--- config.mk ---
export PLATFORM = sky130hd
export DESIGN_NAME = lock_watch
export DESIGN_NICKNAME = d
export VERILOG_FILES = /design/src/rtl/lock_pkg.sv /design/src/rtl/ool_sync.sv /design/src/rtl/ool_dur_counter.sv /design/src/rtl/ool_event.sv /design/src/rtl/lock_watch.sv
export SDC_FILE = /design/constraint.sdc
export NUM_CORES = 1
export LEC_CHECK = 0
export CORE_MARGIN = 1
export CORE_UTILIZATION = 46
export DETAILED_ROUTE_END_ITERATION = 8
export PLACE_DENSITY = 0.75
export SLEW_MARGIN = 30
export SYNTH_ARGS = -nofsm -noshare
export SYNTH_HDL_FRONTEND = slang
export SYNTH_SLANG_ARGS = --single-unit
--- constraint.sdc ---
create_clock -name clk -period 5.8 [get_ports clk]
set_clock_uncertainty 0.05 [all_clocks]
set_input_delay 0.87 -clock clk [delete_from_list [all_inputs] [get_ports clk]]
set_output_delay 0.87 -clock clk [all_outputs]
set_load 0.02 [all_outputs]
--- src/rtl/lock_pkg.sv ---
package lock_pkg;

    // Status source selection
    typedef enum logic {
        MON_RAW  = 1'b0,
        MON_QUAL = 1'b1
    } mon_sel_e;

    // Default threshold width and synchronizer depth
    localparam int unsigned THR_W_DEF  = 16;
    localparam int unsigned SYNC_N_DEF = 2;

endpackage

--- src/rtl/ool_sync.sv ---
// Multi-flop synchronizer for a single asynchronous level
module ool_sync #(
    parameter int unsigned STAGES = 2
) (
    input  logic clk,
    input  logic rst_n,
    input  logic d_async,
    output logic q
);
    typedef struct packed {
        logic [STAGES-1:0] sh;
    } sync_st_t;

    sync_st_t st_d, st_q;

    always_comb begin
        st_d    = st_q;
        st_d.sh = (st_q.sh << 1) | STAGES'(d_async);
    end

    always_ff @(posedge clk or negedge rst_n) begin
        if (!rst_n) st_q <= '0;
        else        st_q <= st_d;
    end

    assign q = st_q.sh[STAGES-1];
endmodule

--- src/rtl/ool_dur_counter.sv ---
// Saturating persistence counter with live threshold compare
module ool_dur_counter #(
    parameter int unsigned TW = 16
) (
    input  logic          clk,
    input  logic          rst_n,
    input  logic          run,
    input  logic [TW-1:0] thresh,
    output logic [TW:0]   cnt,
    output logic          flag,
    output logic          flag_next
);
    localparam int unsigned CW = TW + 1;
    localparam logic [CW-1:0] CNT_MAX = {1'b1, {TW{1'b0}}};

    typedef struct packed {
        logic [CW-1:0] cnt;
        logic          flag;
    } dur_st_t;

    dur_st_t st_d, st_q;

    always_comb begin
        st_d = st_q;
        if (!run) begin
            st_d.cnt = '0;
        end else if (st_q.cnt != CNT_MAX) begin
            st_d.cnt = st_q.cnt + CW'(1);
        end
        st_d.flag = run && (st_d.cnt > {1'b0, thresh});
    end

    always_ff @(posedge clk or negedge rst_n) begin
        if (!rst_n) st_q <= '0;
        else        st_q <= st_d;
    end

    assign cnt       = st_q.cnt;
    assign flag      = st_q.flag;
    assign flag_next = st_d.flag;
endmodule

--- src/rtl/ool_event.sv ---
// Rising-edge pulse and sticky error for the qualified flag
module ool_event (
    input  logic clk,
    input  logic rst_n,
    input  logic flag_cur,
    input  logic flag_next,
    output logic rise,
    output logic seen
);
    typedef struct packed {
        logic rise;
        logic seen;
    } evt_st_t;

    evt_st_t st_d, st_q;

    always_comb begin
        st_d      = st_q;
        st_d.rise = flag_next && !flag_cur;
        st_d.seen = st_q.seen || st_d.rise;
    end

    always_ff @(posedge clk or negedge rst_n) begin
        if (!rst_n) st_q <= '0;
        else        st_q <= st_d;
    end

    assign rise = st_q.rise;
    assign seen = st_q.seen;
endmodule

--- src/rtl/lock_watch.sv ---
module lock_watch
    import lock_pkg::*;
#(
    parameter int unsigned TW     = THR_W_DEF,
    parameter int unsigned SYNC_N = SYNC_N_DEF
) (
    input  logic          clk,
    input  logic          rst_n,
    input  logic          ool_raw_i,
    input  logic [TW-1:0] thresh_i,
    input  logic          enable_i,
    input  logic          mon_sel_i,
    output logic          status_o,
    output logic          qual_o,
    output logic          qual_rise_o,
    output logic          err_seen_o
);
    logic        raw_sync;
    logic [TW:0] dur_cnt;
    logic        qual_flag;
    logic        qual_next;
    logic        run;
    mon_sel_e    sel;

    ool_sync #(.STAGES(SYNC_N)) u_sync (
        .clk     (clk),
        .rst_n   (rst_n),
        .d_async (ool_raw_i),
        .q       (raw_sync)
    );

    assign run = raw_sync && enable_i;

    ool_dur_counter #(.TW(TW)) u_cnt (
        .clk       (clk),
        .rst_n     (rst_n),
        .run       (run),
        .thresh    (thresh_i),
        .cnt       (dur_cnt),
        .flag      (qual_flag),
        .flag_next (qual_next)
    );

    ool_event u_evt (
        .clk       (clk),
        .rst_n     (rst_n),
        .flag_cur  (qual_flag),
        .flag_next (qual_next),
        .rise      (qual_rise_o),
        .seen      (err_seen_o)
    );

    assign sel      = mon_sel_e'(mon_sel_i);
    assign status_o = (sel == MON_QUAL) ? qual_flag : raw_sync;
    assign qual_o   = qual_flag;
endmodule

; ---- Yosys cells after proc, flatten, opt, wreduce, memory -nomap -nowiden
; Cells that the tools add are included.
; Widths: inputs -> output; s select.
[word_totals]
regBits = 22
[classes]
n_addsub = 1
magnitude_cmp = 1
n_eq_ne = 1
n_mux = 3
bitwise_logic = 1
reduce_logical = 5
[ops]
columns = op, count
row1 = $mux 17, 2
row2 = $add 17x1->17 const B, 1
row3 = $gt 17x16->1, 1
row4 = $ne 17x17->1 const B, 1
row5 = $logic_and 1x1->1, 3
row6 = $or 2x1->2, 1
row7 = $logic_not 1->1, 1
row8 = $logic_or 1x1->1, 1
row9 = $mux 1, 1

; ---- Logic depth before layout (Yosys ltp)
[logic_depth]
depth_word = 7
ltp_mapped = 15
mapped_depth_nobuf = 15

; ---- By module
; A second synthesis with hierarchy kept.
[hier_totals]
cells_unflattened = 163
hier_area_um2 = 1466.4
[modules_own_cells]
columns = mod, instances, cells_per_inst, area_per_inst_um2, seq_area_each_um2
row1 = ool_dur_counter, 1, 155, 1325.0, 450.4
row2 = ool_event, 1, 4, 70.1, 50.0
row3 = ool_sync, 1, 2, 50.0, 50.0
row4 = lock_watch, 1, 2, 21.3, 0.0

; ---- Least setup slack after synthesis
; OpenSTA, ideal clock, no wires.
[synth_timing]
kind = reg2reg
startpoint = register u_cnt.st_q, in the netlist u_cnt.cnt[0]
endpoint = register u_evt.st_q, in the netlist u_evt.seen
setup_time_ns = 0.124
t_arrival_ns = 3.096
required_ns = 5.626
setup_slack_ns = 2.530
stages_incl_launch_ff = 15
path_buffers = 0
cell_sequence = dfrtp_1 > inv_1 > ha_1 > nor4b_1 > nand4_1 > nor4b_2 > nand3_1 > xor2_1 > nor2_1 > ha_1 > a21o_1 > a221o_1 > a211oi_1 > a211oi_2 > or2_1
[synth_rtl]
columns = element, line_no
row1 = "start, declared", ool_dur_counter.sv:21  ; dur_st_t st_d, st_q;
row2 = "start signal, assigned", ool_dur_counter.sv:35  ; else st_q <= st_d;
row3 = "end signal, assigned", ool_event.sv:25  ; else st_q <= st_d;
row4 = "end, declared", ool_event.sv:15  ; evt_st_t st_d, st_q;

==> results.tsv <==
metric	value	unit
starting density of the core	48.40	%
type of origin of the critical path	flip-flop	
H-tree levels	1	
Req. time, crit path	5.95	ns
top_reg_cell synth	dfrtp_1	
leak pwr	0.0008905	uW
max-slew violations	0	
clk_lat worst skew	0.31	ns
Total Power	273.4	uW
post-route ant nets	0	
port bufs	24	
slowest stage delay, CP	0.61	ns
Initial DRC Count	29	
status	finished clean	
Max-slew headroom	55.63	%
fmax	256.6	MHz
top cells by area, synth	dfrtp_1 (37%), ha_1 (15%), xor2_1 (7.1%)	
register area	550.5	um2
die width	58.68	um
Post-Syn Area per Cell	9.472	um2
crit-path cells	inv_1, ha_1, nor4b_1, nand4_1, nor4b_2, nand3_1, xor2_1, nor2_1, ha_1, a21o_1, a221o_1, a211oi_1, a211oi_2, or2_1	
post-synth net total	195	
Final nets	222	
drt total wl	3064	um
EDFF count, synth	0	
CP Capture Type	flip-flop	
DP Area	1758	um2
crit path kind	reg -> reg	
clk buf depth	2	
Mapped Cells	156	
dpl hpwl	2474	um
WL/cell	13.56	um
fin area	1789	um2
cell taking the most area after synthesis	dfrtp_1	
worst-path fanout max	6	
Antenna diodes	0	
# hold bufs at CTS	0	
worst slew pin tran	0.6639	ns
clock sink count	22	
Synth Warn #	0	
worst vdd ir	0.00008651	V
footprint of the multi-input gates	840.8	um2
FF+latch count, synth	22	
Yosys top cell area share	37.26	%
Synth Cell Area	1478	um2
CTS Root Cell	clkbuf_4	
total grt overflow	0	
fraction of layout cells with a size suffix above 1	8.242	%
gpl congestion	0.7555	
final setup fails	0	
CORE AREA	3053	um2
min Tclk post-route	3.898	ns
DRT Pass-1 Iters	4	
Critical-path top delay cell	nor4b_2	
CP most frequent cell	ha_1	
initial antenna violation count	0	
Fillers	282	
Seq/Total Area, Yosys	37.26	%
post-CTS setup buffers	0	
WP data arrival	4.04	ns
period utilization	67.20	%
Area Growth Syn to Fin	21.08	%
Vert. Die Dim	58.68	um
TritonCTS buffer count	3	
TritonCTS clock tree	yes	
Hold Fails Final Rpt	0	
total die area	3443	um2
number of global-route vias before repair	1199	
Distinct cells, synth	37	
DRC viols	0	
final setup TNS	0	ns
DR vias/cell	5.327	
Max-Cap Viols	0	
via count	1204	
RSZ-0062 raised after global routing	false	
Post-synth ARST share	100.0	%
Worst-path clk slew	0.12	ns
total power per unit cell area	152.8	nW/um2
gr usage total	20.07	%
first-pass GRT wire length	5154	um
CTS resizes	0	
most frequent cells in the layout	clkdlybuf4s50_1 (23), dfrtp_1 (22), inv_1 (19)	
largest net degree at the start of global routing	23	
row count	20	
commonest non-fill, non-tap cell in the layout	clkdlybuf4s50_1	
Hold Path Class	reg -> reg	
# IOs	25	
[sequential cells by signal, summed over array words and instances (netlist names)]
name,count
u_evt.rise,1
u_sync.st_q,2
u_cnt.flag,1
u_evt.seen,1
u_cnt.cnt,17
[layout make-up]
cell class | instances | share of cell area (%)
Clock buffer | 4 | 2.028
Inverter | 19 | 3.986
Multi-Input combinational cell | 113 | 46.99
Sequential cell | 22 | 30.77
Tap cell | 44 | 3.077
Timing Repair Buffer | 24 | 13.15
[routing by layer]
metal | up-vias | GRT usage (%) | wire length, um
met5 | - | 0 | 0
met4 | 0 | 4.762 | 67
met1 | 569 | 23.32 | 1343
met3 | 8 | 6.374 | 147
li1 | 598 | - | -
met2 | 29 | 35.96 | 1505
[Yosys cell counts, types with 2 or more instances]
cell / number
nor4b_1: 2
inv_1: 19
a21oi_1: 4
nor2_1: 17
dfrtp_1: 22
ha_1: 18
o21ai_0: 2
nand3_1: 10
nor3_1: 2
nand4_1: 4
a21o_1: 3
xor2_1: 12
nand2_1: 10
a211oi_1: 3
xnor2_1: 2
and4_1: 2
nor4_1: 2
and3_4: 2
and3_1: 2
[cells by family after synthesis]
kind of cell	synth area share, %
flops	37.26
buf+inv	5.842
simple gates	23.46
fa+ha+maj	15.24
xor+xnor	8.298
compound gates	9.145
mux	0.7620
[worst max-delay path: cells and delay by family, from the launching register on]
| kind | cells | cell delay [ns] |
|---|---|---|
| AND/OR/NAND/NOR | 6 | 1.51 |
| XOR/XNOR | 1 | 0.17 |
| AO/OA/AOI/OAI | 4 | 1.05 |
| adder cells (fa/ha/maj) | 2 | 0.50 |
| buffers and inverters | 1 | 0.10 |
| flip-flops | 1 | 0.40 |
[final timing paths]
check                                from             end  slack (ns)  depth (start not counted)
min                        u_sync.st_q[0]  u_sync.st_q[1]        0.33                          0
max in group asynchronous           rst_n   u_cnt.cnt[13]        4.91                          1
min reg2reg                u_sync.st_q[0]  u_sync.st_q[1]        0.33                          0
max                          u_cnt.cnt[0]      u_evt.seen        1.90                         14
max reg2reg                  u_cnt.cnt[0]      u_evt.seen        1.90                         14
min in group asynchronous           rst_n    u_cnt.cnt[0]        0.45                          1
[power breakdown]
group / switching, uW / internal (uW) / total, uW / leakage (uW)
sequential: 1.08 / 155 / 156 / 0.000302
clock: 44.3 / 38.3 / 82.6 / 0.0000210
combinational: 16.3 / 18.8 / 35.0 / 0.000568
total: 61.7 / 212 / 273 / 0.000891
[stage by stage]
step	util (%)	hold slack [ns]	cells	worst slack (ns)
2_1_floorplan	-	0.2812	156	2.530
3_3_place_gp	57.58	0.2932	222	2.044
3_5_place_dp	57.58	0.3041	222	1.926
4_1_cts	58.77	0.3385	226	1.930
5_1_grt	58.61	0.3447	226	1.628
6_report	58.61	0.3311	226	1.902
(Power assumes the default switching activity.)
